**src/rtl/dss_pkg.sv**
```systemverilog
// Shared definitions for the dual-slope sequencer.
// Assumes the phase encoding order matches the bit order of the one-hot enables.
package dss_pkg;

    typedef enum logic [1:0] {
        PH_AZ    = 2'd0,
        PH_INT   = 2'd1,
        PH_DEINT = 2'd2,
        PH_ZI    = 2'd3
    } phase_t;

    localparam int NUM_PHASES = 4;

endpackage

```
**src/rtl/dss_prescale.sv**
```systemverilog
// Count-clock enable generator: a one-clock tick every DIV oscillator clocks.
// Assumes DIV >= 2; the first tick follows DIV clocks after reset release.
module dss_prescale #(
    parameter int DIV = 4,
    localparam int PW = (DIV > 1) ? $clog2(DIV) : 1
) (
    input  logic clk,
    input  logic rst_n,
    output logic tick
);

    localparam logic [PW-1:0] LAST = PW'(DIV - 1);

    logic [PW-1:0] div_q;

    // Free-running divider that wraps at DIV-1.
    always_ff @(posedge clk) begin
        if (!rst_n) begin
            div_q <= '0;
        end else if (div_q == LAST) begin
            div_q <= '0;
        end else begin
            div_q <= div_q + 1'b1;
        end
    end

    // The tick marks the clock on which the divider wraps.
    always_comb begin
        tick = (div_q == LAST);
    end

endmodule

```
**src/rtl/dss_sync.sv**
```systemverilog
// Multi-flop synchroniser for an asynchronous level.
// Assumes STAGES >= 2; the output lags the input by STAGES clocks.
module dss_sync #(
    parameter int STAGES = 2
) (
    input  logic clk,
    input  logic rst_n,
    input  logic din,
    output logic dout
);

    logic [STAGES-1:0] chain_q;

    // Shift the raw level through the chain.
    always_ff @(posedge clk) begin
        if (!rst_n) begin
            chain_q <= '0;
        end else begin
            chain_q <= {chain_q[STAGES-2:0], din};
        end
    end

    // The last stage is the synchronised level.
    always_comb begin
        dout = chain_q[STAGES-1];
    end

endmodule

```
**src/rtl/dss_phase_ctrl.sv**
```systemverilog
// Phase state machine with phase and cycle counters, all advanced on the tick.
// Assumes cmp_s is already synchronised; the phase lengths fit within CYCLE_LEN.
module dss_phase_ctrl
    import dss_pkg::*;
#(
    parameter int CYCLE_LEN = 4000,
    parameter int INT_LEN   = 1000,
    parameter int FULL_CNT  = 2000,
    parameter int DEINT_MAX = 2090,
    parameter int ZI_MIN_N  = 11,
    parameter int ZI_MAX_N  = 140,
    parameter int ZI_MIN_O  = 31,
    parameter int ZI_MAX_O  = 640,
    localparam int CW = $clog2(CYCLE_LEN)
) (
    input  logic          clk,
    input  logic          rst_n,
    input  logic          tick,
    input  logic          cmp_s,
    output phase_t        phase,
    output logic          ref_neg,
    output logic          conv_done,
    output logic [CW-1:0] conv_count,
    output logic          conv_ovr
);

    localparam logic [CW-1:0] CYC_LAST   = CW'(CYCLE_LEN - 1);
    localparam logic [CW-1:0] CYC_START  = CW'(CYCLE_LEN - INT_LEN);
    localparam logic [CW-1:0] INT_LAST   = CW'(INT_LEN - 1);
    localparam logic [CW-1:0] FULL_C     = CW'(FULL_CNT);
    localparam logic [CW-1:0] DEINT_LAST = CW'(DEINT_MAX);
    localparam logic [CW-1:0] ZMIN_N_M1  = CW'(ZI_MIN_N - 1);
    localparam logic [CW-1:0] ZMAX_N_M1  = CW'(ZI_MAX_N - 1);
    localparam logic [CW-1:0] ZMIN_O_M1  = CW'(ZI_MIN_O - 1);
    localparam logic [CW-1:0] ZMAX_O_M1  = CW'(ZI_MAX_O - 1);

    logic [CW-1:0] cyc_q;
    logic [CW-1:0] pcnt_q;
    logic          zi_ref_q;
    logic          ovr_run_q;

    logic          crossed;
    logic          int_end;
    logic          deint_end;
    logic          zi_end;
    logic          az_end;
    logic          ovr_now;
    logic [CW-1:0] zi_lo;
    logic [CW-1:0] zi_hi;

    // End conditions of each phase and the limits of the zero phase.
    always_comb begin
        crossed   = (cmp_s == ref_neg);
        zi_lo     = ovr_run_q ? ZMIN_O_M1 : ZMIN_N_M1;
        zi_hi     = ovr_run_q ? ZMAX_O_M1 : ZMAX_N_M1;
        az_end    = (phase == PH_AZ) && (cyc_q == CYC_LAST);
        int_end   = (phase == PH_INT) && (pcnt_q == INT_LAST);
        deint_end = (phase == PH_DEINT) && (crossed || (pcnt_q == DEINT_LAST));
        zi_end    = (phase == PH_ZI) &&
                    (((pcnt_q >= zi_lo) && (cmp_s != zi_ref_q)) || (pcnt_q == zi_hi));
        ovr_now   = !crossed || (pcnt_q > FULL_C);
    end

    // Cycle position; the integrate phase starts at position zero.
    always_ff @(posedge clk) begin
        if (!rst_n) begin
            cyc_q <= CYC_START;
        end else if (tick) begin
            cyc_q <= (cyc_q == CYC_LAST) ? '0 : cyc_q + 1'b1;
        end
    end

    // Phase register and per-phase count.
    always_ff @(posedge clk) begin
        if (!rst_n) begin
            phase  <= PH_AZ;
            pcnt_q <= '0;
        end else if (tick) begin
            unique case (phase)
                PH_AZ: begin
                    if (az_end) phase <= PH_INT;
                    pcnt_q <= '0;
                end
                PH_INT: begin
                    if (int_end) begin
                        phase  <= PH_DEINT;
                        pcnt_q <= '0;
                    end else begin
                        pcnt_q <= pcnt_q + 1'b1;
                    end
                end
                PH_DEINT: begin
                    if (deint_end) begin
                        phase  <= PH_ZI;
                        pcnt_q <= '0;
                    end else begin
                        pcnt_q <= pcnt_q + 1'b1;
                    end
                end
                PH_ZI: begin
                    if (zi_end) begin
                        phase  <= PH_AZ;
                        pcnt_q <= '0;
                    end else begin
                        pcnt_q <= pcnt_q + 1'b1;
                    end
                end
                default: begin
                    phase  <= PH_AZ;
                    pcnt_q <= '0;
                end
            endcase
        end
    end

    // Polarity capture at the end of integrate and comparator reference for zeroing.
    always_ff @(posedge clk) begin
        if (!rst_n) begin
            ref_neg   <= 1'b0;
            zi_ref_q  <= 1'b0;
            ovr_run_q <= 1'b0;
        end else if (tick) begin
            if (int_end) begin
                ref_neg <= ~cmp_s;
            end
            if (deint_end) begin
                zi_ref_q  <= cmp_s;
                ovr_run_q <= ovr_now;
            end
        end
    end

    // Conversion outcome presented on the closing tick.
    always_comb begin
        conv_done  = tick && deint_end;
        conv_count = pcnt_q;
        conv_ovr   = ovr_now;
    end

endmodule

```
**src/rtl/dss_result.sv**
```systemverilog
// Result latch and one-count valid strobe.
// Assumes load is asserted only together with a tick.
module dss_result #(
    parameter int RES_W = 12
) (
    input  logic             clk,
    input  logic             rst_n,
    input  logic             tick,
    input  logic             load,
    input  logic [RES_W-1:0] count_in,
    input  logic             neg_in,
    input  logic             ovr_in,
    output logic [RES_W-1:0] result,
    output logic             result_neg,
    output logic             over_range,
    output logic             result_valid
);

    // Hold the last completed conversion.
    always_ff @(posedge clk) begin
        if (!rst_n) begin
            result     <= '0;
            result_neg <= 1'b0;
            over_range <= 1'b0;
        end else if (load) begin
            result     <= count_in;
            result_neg <= neg_in;
            over_range <= ovr_in;
        end
    end

    // Strobe rises with the load and falls on the following tick.
    always_ff @(posedge clk) begin
        if (!rst_n) begin
            result_valid <= 1'b0;
        end else if (load) begin
            result_valid <= 1'b1;
        end else if (tick) begin
            result_valid <= 1'b0;
        end
    end

endmodule

```
**src/rtl/dual_slope_sequencer.sv**
```systemverilog
// Top level of the dual-slope conversion sequencer.
// Assumes cmp_in is asynchronous to clk and that the analog switches decode phase_en directly.
module dual_slope_sequencer
    import dss_pkg::*;
#(
    parameter int DIV         = 4,
    parameter int SYNC_STAGES = 2,
    parameter int CYCLE_LEN   = 4000,
    parameter int INT_LEN     = 1000,
    parameter int FULL_CNT    = 2000,
    parameter int DEINT_MAX   = 2090,
    parameter int ZI_MIN_N    = 11,
    parameter int ZI_MAX_N    = 140,
    parameter int ZI_MIN_O    = 31,
    parameter int ZI_MAX_O    = 640,
    localparam int RES_W      = $clog2(CYCLE_LEN)
) (
    input  logic                  clk,
    input  logic                  rst_n,
    input  logic                  cmp_in,
    output logic [NUM_PHASES-1:0] phase_en,
    output logic                  ref_neg,
    output logic [RES_W-1:0]      result,
    output logic                  result_neg,
    output logic                  over_range,
    output logic                  result_valid
);

    logic             tick;
    logic             cmp_s;
    phase_t           phase;
    logic             conv_done;
    logic [RES_W-1:0] conv_count;
    logic             conv_ovr;

    dss_prescale #(.DIV(DIV)) u_prescale (
        .clk   (clk),
        .rst_n (rst_n),
        .tick  (tick)
    );

    dss_sync #(.STAGES(SYNC_STAGES)) u_sync (
        .clk   (clk),
        .rst_n (rst_n),
        .din   (cmp_in),
        .dout  (cmp_s)
    );

    dss_phase_ctrl #(
        .CYCLE_LEN (CYCLE_LEN),
        .INT_LEN   (INT_LEN),
        .FULL_CNT  (FULL_CNT),
        .DEINT_MAX (DEINT_MAX),
        .ZI_MIN_N  (ZI_MIN_N),
        .ZI_MAX_N  (ZI_MAX_N),
        .ZI_MIN_O  (ZI_MIN_O),
        .ZI_MAX_O  (ZI_MAX_O)
    ) u_ctrl (
        .clk        (clk),
        .rst_n      (rst_n),
        .tick       (tick),
        .cmp_s      (cmp_s),
        .phase      (phase),
        .ref_neg    (ref_neg),
        .conv_done  (conv_done),
        .conv_count (conv_count),
        .conv_ovr   (conv_ovr)
    );

    dss_result #(.RES_W(RES_W)) u_result (
        .clk          (clk),
        .rst_n        (rst_n),
        .tick         (tick),
        .load         (conv_done),
        .count_in     (conv_count),
        .neg_in       (ref_neg),
        .ovr_in       (conv_ovr),
        .result       (result),
        .result_neg   (result_neg),
        .over_range   (over_range),
        .result_valid (result_valid)
    );

    // Decode the phase into one enable per analog switch group.
    for (genvar gi = 0; gi < NUM_PHASES; gi++) begin : g_en
        assign phase_en[gi] = (phase == phase_t'(gi));
    end

endmodule

```
**config.mk**
```make
export PLATFORM = sky130hd
export DESIGN_NAME = dual_slope_sequencer
export DESIGN_NICKNAME = d
export VERILOG_FILES = /design/src/rtl/dss_pkg.sv /design/src/rtl/dss_prescale.sv /design/src/rtl/dss_sync.sv /design/src/rtl/dss_phase_ctrl.sv /design/src/rtl/dss_result.sv /design/src/rtl/dual_slope_sequencer.sv
export SDC_FILE = /design/constraint.sdc
export NUM_CORES = 1
export LEC_CHECK = 0
export BUFFER_PORTS_ARGS = -buffer_cell sky130_fd_sc_hd__buf_2
export CAP_MARGIN = 20
export CORE_ASPECT_RATIO = 0.6
export CORE_UTILIZATION = 40
export CTS_CLUSTER_DIAMETER = 150
export CTS_CLUSTER_SIZE = 16
export DETAILED_ROUTE_END_ITERATION = 6
export PLACE_DENSITY = 0.66
export SYNTH_ARGS = -nofsm -noshare
export SYNTH_HDL_FRONTEND = slang
export SYNTH_HIERARCHICAL = 1
export SYNTH_SLANG_ARGS = --single-unit
```
**constraint.sdc**
```tcl
create_clock -name clk -period 6 [get_ports clk]
set_input_delay 0.3 -clock clk [delete_from_list [all_inputs] [get_ports clk]]
set_output_delay 0.3 -clock clk [all_outputs]
set_load 0.02 [all_outputs]
```
=== Word level (Yosys, flattened, before mapping) ===
Cells that the tools add are included.

* Register bits: 48
* Output and inout bits: 20
* Logic and storage cells: 63

* Add/subtract/negate cells: 3
* Order comparisons: 2
* Equal/unequal tests: 14
* Muxes and demuxes: 14
* Bitwise operators: 2
* Reductions and logical operators: 16

{| class="wikitable"
|+ Operator list
! cell !! number
|-
| 12-bit 2-to-1 mux || 4
|-
| 12-bit case mux with 4 select lines || 1
|-
| 12-bit by 1-bit adder with 12-bit output, second input constant || 2
|-
| 12-bit == test, second input constant || 2
|-
| 12-bit by 10-bit == test with 1-bit output, second input constant || 1
|-
| 12-bit == test || 1
|-
| 12-bit greater-or-equal comparator || 1
|-
| 12-bit by 11-bit greater-than comparator with 1-bit output, second input constant || 1
|-
| 10-bit 2-to-1 mux || 1
|-
| 2-bit 2-to-1 mux || 4
|-
| 2-bit by 1-bit != test with 1-bit output, second input constant || 4
|-
| 2-bit case mux with 4 select lines || 1
|-
| 2-bit == test, second input constant || 3
|-
| 1-bit logical AND || 6
|-
| 5-bit 2-to-1 mux || 1
|-
| 5-bit AND reduction || 1
|-
| 2-bit AND reduction || 2
|-
| 1-bit logical OR || 3
|-
| 2-bit by 1-bit adder with 2-bit output, second input constant || 1
|-
| 2-bit by 1-bit == test with 1-bit output, second input constant || 1
|-
| 2-bit zero test || 1
|-
| 1-bit 2-to-1 mux || 2
|-
| 1-bit NOT || 2
|-
| 2-bit nonzero test || 1
|-
| 4 further kinds || 4
|}

=== Longest topological paths before layout ===
Gate-level depths: netlist of run 1.

* Depth after elaboration: 7
* Mapped depth: 9
* Depth with buffers taken out: 8

=== Hierarchy ===
Netlist of run 1, hierarchy kept.

{| class="wikitable"
|+ Modules (own cells, without submodules)
! module !! times used !! cells an instance !! area each (sq um) !! sequential area each (sq um)
|-
| dss_phase_ctrl || 1 || 193 || 1692.9 || 580.6
|-
| dss_result || 1 || 48 || 576.8 || 300.3
|-
| dss_prescale || 1 || 5 || 73.8 || 40.0
|-
| dss_sync || 1 || 4 || 52.6 || 40.0
|-
| dual_slope_sequencer || 1 || 4 || 26.3 || 0.0
|}

=== Least setup slack after synthesis of run 1 ===
No wires, ideal clock.

* Path type: flip-flop to flip-flop
* Start: register u_ctrl.pcnt_q[1] (netlist: u_ctrl/conv_count[1])
* End: register u_ctrl.pcnt_q[11] (netlist: u_ctrl/conv_count[11])
* Arrival: 2.005 ns
* Data required time: 5.880 ns
* Setup slack: 3.876 ns
* Cell stages (with the launch flop): 9
* Buffers on the path: 1
* Clock period less this slack: 2.124 ns
* Cells stage by stage: dfxtp_1 > ha_1 > nor3b_1 > nand4_2 > a32o_2 > o2111ai_4 > buf_6 > nor2_2 > a211o_1

* Word-level cells in the longest chain between the ends: 6

{| class="wikitable"
|+ Ends and longest elaborated chain
! item !! line !! text
|-
| start, declared || dss_phase_ctrl.sv:38 || <nowiki>logic [CW-1:0] pcnt_q;</nowiki>
|-
| start signal, assigned || dss_phase_ctrl.sv:89 || <nowiki>pcnt_q <= pcnt_q + 1'b1;</nowiki>
|-
| start signal, assigned || dss_phase_ctrl.sv:97 || <nowiki>pcnt_q <= pcnt_q + 1'b1;</nowiki>
|-
| start signal, assigned || dss_phase_ctrl.sv:105 || <nowiki>pcnt_q <= pcnt_q + 1'b1;</nowiki>
|-
| 12-bit greater-or-equal comparator || dss_phase_ctrl.sv:60 || <nowiki>(((pcnt_q >= zi_lo) && (cmp_s != zi_ref_q)) || (pcnt_q == zi_hi));</nowiki>
|-
| 1-bit logical AND || dss_phase_ctrl.sv:60 ||
|-
| 1-bit logical OR || dss_phase_ctrl.sv:60 ||
|-
| 1-bit logical AND || dss_phase_ctrl.sv:59 || <nowiki>zi_end = (phase == PH_ZI) &&</nowiki>
|-
| 12-bit 2-to-1 mux || dss_phase_ctrl.sv:101 || <nowiki>if (zi_end) begin</nowiki>
|-
| 12-bit case mux with 4 select lines (*) || dss_phase_ctrl.sv:79 || <nowiki>unique case (phase)</nowiki>
|}

Mark *: on every way between the ends. The rest lies on a longest branch, timed or not.
A chain may end at the register's enable or synchronous reset.

=== Worst setup path in the final report of run 1 ===
Ends and elaborated chain as after synthesis.

==> results of run 1 <==
==> area by class of cell <==
| cell class | count | area [um^2] |
|---|---|---|
| fill | 564 | 3035 |
| multi-input combinational | 189 | 1368 |
| sequential | 48 | 960.9 |
| timing repair buffer | 23 | 117.6 |
| tap | 80 | 100.1 |
| clock buffer | 7 | 86.33 |
| inverter | 7 | 26.28 |
| clock inverter | 1 | 7.507 |
==> worst reg2reg max path, stage by stage (launching register included) <==
cell and delay, ps:
dfxtp_1 490, ha_1 290, nor3b_1 380, nand4_2 180, a32o_2 280, o2111ai_4 480
nor3_1 110, a211o_1 290
==> through the flow <==
step / std cells / hold WS [ps] / cell area, um^2 / util, % / total power, W
global placement: 347 / 415.5 / 2572 / 45.12 / 0.0003476
global route: 355 / 211.3 / 2666 / 46.76 / 0.0005617
finish: 355 / 204.0 / 2666 / 46.76 / 0.0005369
detailed placement: 347 / 427.5 / 2572 / 45.12 / 0.0003479
floorplan: 254 / 411.8 / 2422 / - / 0.0003427
CTS: 355 / 189.5 / 2666 / 46.76 / 0.0005481
==> logic make-up after synthesis <==
logic type,count (synthesis),share of synthesized area (%)
fa+ha+maj,11,5.682
simple gates,108,27.07
buf+inv,17,4.029
flops,48,39.67
mux,18,7.438
compound gates,38,11.05
xor+xnor,14,5.062
==> power by group through the flow <==
| stage | clock (W) | combinational, W | sequential, W |
|---|---|---|---|
| finish | 0.000197 | 0.0000173 | 0.000323 |
| global route | 0.000219 | 0.0000193 | 0.000324 |
| CTS | 0.000208 | 0.0000175 | 0.000323 |
| detailed placement | 0 | 0.0000175 | 0.000330 |
| global placement | 0 | 0.0000171 | 0.000330 |
| floorplan | 0 | 0.0000126 | 0.000330 |
==> cells in the mapped netlist (2+ instances only) <==
master / count
nor3_1: 3
buf_6: 2
o21a_1: 3
o211ai_1: 2
clkbuf_1: 5
and2_1: 5
and2b_1: 2
o22ai_1: 2
dfxtp_1: 48
xnor2_1: 7
inv_1: 7
ha_1: 11
o21ai_0: 16
xor2_1: 7
nand2_1: 20
mux2i_1: 18
a21o_1: 3
a21oi_1: 3
nand2b_1: 2
nand3_1: 8
and3_1: 7
buf_2: 2
nor4_1: 2
nor2_1: 10
nand4_1: 5
nor3b_1: 5
nor2b_1: 23
and4_1: 3
==> sequential cells by signal (all words and copies together), names as in the netlist <==
| signal | cells |
|---|---|
| u_ctrl/conv_count | 12 |
| u_ctrl/cyc_q | 12 |
| u_ctrl/ovr_run_q | 1 |
| u_ctrl/phase | 2 |
| u_ctrl/ref_neg | 1 |
| u_ctrl/zi_ref_q | 1 |
| u_prescale/div_q | 2 |
| u_result/over_range | 1 |
| u_result/result | 12 |
| u_result/result_neg | 1 |
| u_result/result_valid | 1 |
| u_sync/chain_q | 2 |
==> layer usage <==
layer,global-route usage (%),routed length (um)
met3,4.054,312
met2,20.33,1708
met1,25.66,2791
met5,0,0
met4,5.000,22
==> worst max path at each step <==
stage	from	to	slack, ps	depth (start not counted)
global route	u_ctrl/conv_count[1]	u_ctrl/conv_count[9]	3230	7
floorplan	u_ctrl/conv_count[1]	u_ctrl/conv_count[11]	3880	8
global placement	u_ctrl/conv_count[1]	u_ctrl/conv_count[5]	3480	7
CTS	u_ctrl/conv_count[1]	u_ctrl/conv_count[11]	3460	7
finish	u_ctrl/conv_count[1]	u_ctrl/conv_count[11]	3410	7
detailed placement	u_ctrl/conv_count[1]	u_ctrl/conv_count[11]	3470	7
==> results.json, run 1 <==
{
  "number_of_enable_flip_flop_cells_after_synthesis": 0,
  "clock_tree.buffer_depth": 2,
  "final_common_cell": "dfxtp_1",
  "hold_path_endpoint": "u_sync/chain_q[0]",
  "clk_latency_ps": 290,
  "report.final.hold_viol_count": 0,
  "die_y_um": 62.28,
  "synthTopCellsByArea": "dfxtp_1, mux2i_1, nor2b_1",
  "cts.repair_timing.setup_buffer_count": 0,
  "cp_num_buf_inv": 0,
  "ant_nets": 0,
  "rr_worst_depth": 7,
  "root_buffer": "clkbuf_8",
  "avgRoutedWirePerCell_um": 13.61,
  "synthesis.nets": 268,
  "setup_ws_ps": 3405,
  "power_density_mw_per_mm2": 201.3,
  "regToRegEndpoint": "u_ctrl/conv_count[11]",
  "initial_utilization_pct": 42.48,
  "end_kind": "flip-flop",
  "grt_first_pass_wirelength_mm": 7.928,
  "vias": 1868,
  "die-area_mm2": 0.006382,
  "result_of_the_run": "complete, no violations",
  "min_delay_path_depth": 2,
  "tns_ps": 0,
  "netSwitchingFraction_pct": 21.47,
  "internal-power_w": 0.0004216,
  "path_class": "reg -> reg",
  "std_cell_rows": 21,
  "synthesis.area_mm2": 0.002422,
  "yosys_warnings": 6,
  "slew_violations": 0,
  "cts_htree_levels": 2,
  "core_area_mm2": 0.005702,
  "layout-drive-gt1-share_pct": 14.91,
  "clock_sinks": 48,
  "critical_path_cell_by_cell": "ha_1 -> nor3b_1 -> nand4_2 -> a32o_2 -> o2111ai_4 -> nor3_1 -> a211o_1",
  "final_setup_violation_count": 0,
  "worst_ep_arrival_time_ps": 2780,
  "ir_worst_vdd_v": 0.0001138,
  "area_delta_synth_final_pct": 10.07,
  "vias_per_cell": 5.262,
  "hold_fix_buffers_at_cts": 0,
  "place_ws_ps": 3472,
  "skew_ps": 6.172,
  "cts.reportedPaths.clkPinSlew_ps": 80,
  "cts_buffers": 5,
  "unrepaired_setup_endpoints_after_global_routing": "false",
  "min_period_ps": 2595,
  "globalplace.congestion": 0.7953,
  "cts_tree": "done",
  "postCtsResizedCells": 0,
  "worst_hold_path_type": "in -> reg",
  "p_comb_share_pct": 3.2,
  "timing.critical_path.slowest_cell_delay_ps": 490,
  "seqPwrFrac_pct": 60.2,
  "port-buffer-count": 22,
  "crit-reg2reg-launch": "u_ctrl/conv_count[1]",
  "worst_path_max_delay_cell": "dfxtp_1",
  "leakagePower_nw": 1.049,
  "setup.worst_path.start_class": "flip-flop",
  "worstPathRequired_ps": 6190,
  "antenna_violations_before_repair": 0,
  "grt_pass1_vias": 1585,
  "hpwlAfterDp_mm": 3.408,
  "clkPwrFrac_pct": 36.6,
  "yosys.cell_types.count": 51,
  "async_flop_share_pct": 0,
  "wl_mm": 4.833,
  "grt-ovfl-total": 0,
  "worst-slew-pin-transition_ps": 677.4,
  "postSynthAreaPerCell_um2": 9.537,
  "seq_area_frac_synth_pct": 39.67,
  "insertedDiodeCount": 0,
  "yosys_register_bits": 48,
  "netlist_instances": 254,
  "netlist.area_leader.share_pct": 39.67,
  "top_level_ports": 23,
  "timing.fmax_mhz": 385.4,
  "grt_usage_pct": 16.10,
  "grt_start_max_net_pins": 42,
  "largest_delay_contributor_family_on_the_critical_path": "compound AO/OA/AOI/OAI gates",
  "cap_violations": 0,
  "count_of_tritonroute_iterations_in_the_first_routing_pass": 4,
  "die_w_um": 102.5,
  "route.detailed.drc": 0,
  "yosysTopAreaCell": "dfxtp_1",
  "timing.hold.worst.start": "cmp_in",
  "layout.cells.most_common_list": "dfxtp_1, nor2b_1, buf_2",
  "switchingPower_w": 0.0001152,
  "r2r_slack_ps": 3410,
  "num-nets-final": 288,
  "final_min_period_over_clock_period_pct": 43.25,
  "drt_iter0_markers": 79,
  "slew_headroom_pct": 54.84,
  "crit_fanout": 19,
  "synth_ff_type": "dfxtp_1"
}
Note: power is estimated with default switching activity, not from simulation.
==> run 2, diff against run 1 <==
Settings changed: PLACE_DENSITY 0.66 to 0.68.
Clock period 6 ns to 2.1 ns, I/O delays scaled along.
==> results.json, run 2 (synthesis gave the netlist of run 1 again) <==
{
  "worst-slew-pin-transition_ps": 506.1,
  "avgRoutedWirePerCell_um": 14.06,
  "count_of_tritonroute_iterations_in_the_first_routing_pass": 4,
  "fillers": 535,
  "path_class": "reg -> reg",
  "crit_fanout": 9,
  "worst_hold_path_type": "in -> reg",
  "ir_worst_vdd_v": 0.0002700,
  "tns_ps": -277.1,
  "netSwitchingFraction_pct": 23.00,
  "worstPathRequired_ps": 2300,
  "cap_violations": 0,
  "setup.worst_path.start_class": "flip-flop",
  "insertedDiodeCount": 0,
  "end_kind": "flip-flop",
  "clk_latency_ps": 300,
  "final_min_period_over_clock_period_pct": 103.7,
  "global_route.usage.met1_pct": 29.22,
  "cts_tree": "done",
  "die_y_um": 62.28,
  "grt.busiest_layer": "met1",
  "ant_nets": 0,
  "wl_mm": 5.341,
  "cts_buffers": 5,
  "hpwlAfterDp_mm": 3.688,
  "slew_headroom_pct": 66.00,
  "internal-power_w": 0.001168,
  "skew_ps": 8.366,
  "top_level_ports": 23,
  "clock_sinks": 48,
  "vias_per_cell": 5.161,
  "std_cell_rows": 21,
  "min_period_ps": 2179,
  "grt_pass1_vias": 1836,
  "die-area_mm2": 0.006382,
  "timing.fmax_mhz": 459.0,
  "use_met3_pct": 4.167,
  "num-nets-final": 314,
  "core_area_mm2": 0.005702,
  "setup_ws_ps": -78.56,
  "grt_start_max_net_pins": 32,
  "clkPwrFrac_pct": 35.5,
  "grt_first_pass_wirelength_mm": 9.059,
  "gr-usage-met2_pct": 23.75,
  "vias": 1961,
  "globalplace.congestion": 0.8795,
  "port-buffer-count": 22,
  "worst_ep_arrival_time_ps": 2380,
  "grt-ovfl-total": 0,
  "clock_tree.buffer_depth": 2,
  "final_util_pct": 51.72,
  "die_w_um": 102.5,
  "worst_path_max_delay_cell": "dfxtp_2",
  "final_common_cell": "dfxtp_1",
  "critical_path_cell_by_cell": "inv_4 -> ha_4 -> nor2_1 -> o311a_1 -> o211a_1 -> o2111ai_4 -> buf_12 -> and2b_1 -> o21a_1",
  "slew_violations": 0,
  "leakagePower_nw": 1.201,
  "p_comb_share_pct": 3.7,
  "cts.reportedPaths.clkPinSlew_ps": 90,
  "switchingPower_w": 0.0003490,
  "report.final.hold_viol_count": 0,
  "r2r_slack_ps": -80,
  "grt_usage_pct": 18.34,
  "route.detailed.drc": 0,
  "result_of_the_run": "finished with violations",
  "drt_iter0_markers": 106,
  "cts_htree_levels": 2,
  "layout-drive-gt1-share_pct": 25.67,
  "timing.critical_path.slowest_cell_delay_ps": 360,
  "layout.cells.most_common_list": "dfxtp_1, nor2b_1, buf_4",
  "area_delta_synth_final_pct": 21.75,
  "seqPwrFrac_pct": 60.8,
  "root_buffer": "clkbuf_8",
  "final_setup_violation_count": 7,
  "power_density_mw_per_mm2": 514.5,
  "initial_utilization_pct": 42.48,
  "antenna_violations_before_repair": 0,
  "violations": "setup timing",
  "unrepaired_setup_endpoints_after_global_routing": "true"
}
==> run 2: changes by cell type in the layout (fill, tap and decap cells not counted), sizes merged <==
| cell | previous run | this run |
|---|---|---|
| clkinv | 0 | 1 |
| clkbuf | 7 | 5 |
| buf | 23 | 48 |
| dlygate4sd3 | 0 | 1 |
==> run 2: timing repair <==
action                                  CTS  global route
buffers inserted                          4             0
pin swaps                                 1             5
resized for setup                        10             4
endpoints found under the setup margin    8            12
cloned                                    1             0
hold buffers                              1             0
hold endpoints to repair                  1             0
==> run 2: final cells by class <==
| class | count | area [um^2] | share of cell area (%) |
|---|---|---|---|
| multi-input cells | 189 | 1420 | 48.15 |
| clock inverters | 2 | 12.51 | 0.4243 |
| clock buffers | 5 | 68.82 | 2.333 |
| well taps | 80 | 100.1 | 3.394 |
| inverters | 7 | 28.78 | 0.9758 |
| repair buffers | 49 | 352.8 | 11.96 |
| flip-flops and latches | 48 | 965.9 | 32.75 |
==> run 2: power groups by stage <==
stage / clock [W] / sequential, W / combinational [W]
2_1_floorplan: 0 / 0.000943 / 0.0000361
3_3_place_gp: 0 / 0.000944 / 0.0000533
3_5_place_dp: 0 / 0.000944 / 0.0000548
4_1_cts: 0.000563 / 0.000923 / 0.0000563
5_1_grt: 0.000603 / 0.000924 / 0.0000645
6_report: 0.000538 / 0.000923 / 0.0000560
==> run 2: per-stage QoR <==
step	setup WS (ps)	cell area (um^2)	hold WS, ps	instances	power (W)
after floorplan	14.42	2427	226.7	254	0.0009790
after global placement	-22.24	2760	303.2	368	0.0009973
after detailed placement	-77.43	2760	310.0	368	0.0009991
after CTS	-59.88	2954	212.2	381	0.001542
after global routing	-155.2	2949	263.2	380	0.001592
final	-78.56	2949	210.1	380	0.001517
==> run 2: worst paths after layout <==
check,startpoint,end,cells after the start
hold reg to reg,u_sync/chain_q[0],u_sync/chain_q[1],1
hold / removal,rst_n,u_ctrl/cyc_q[4],2
setup reg to reg,u_ctrl/ovr_run_q,u_ctrl/conv_count[5],9
setup / recovery,u_ctrl/ovr_run_q,u_ctrl/conv_count[5],9
==> run 2: metal layers <==
layer / share of wire [%] / up-vias / routed length (um)
li1: - / 984 / -
met1: 53 / 909 / 2851
met2: 39 / 64 / 2070
met3: 7.1 / 4 / 378
met4: 0.75 / 0 / 40
met5: 0 / - / 0
==> run 2: worst max-delay path: cells and delay by family, from the launching register on <==
kind                     cells  cell delay, ps
buffers and inverters        2             220
AO/OA/AOI/OAI                4            1020
AND/OR/NAND/NOR              2             210
adder cells (fa/ha/maj)      1             260
flip-flops                   1             360
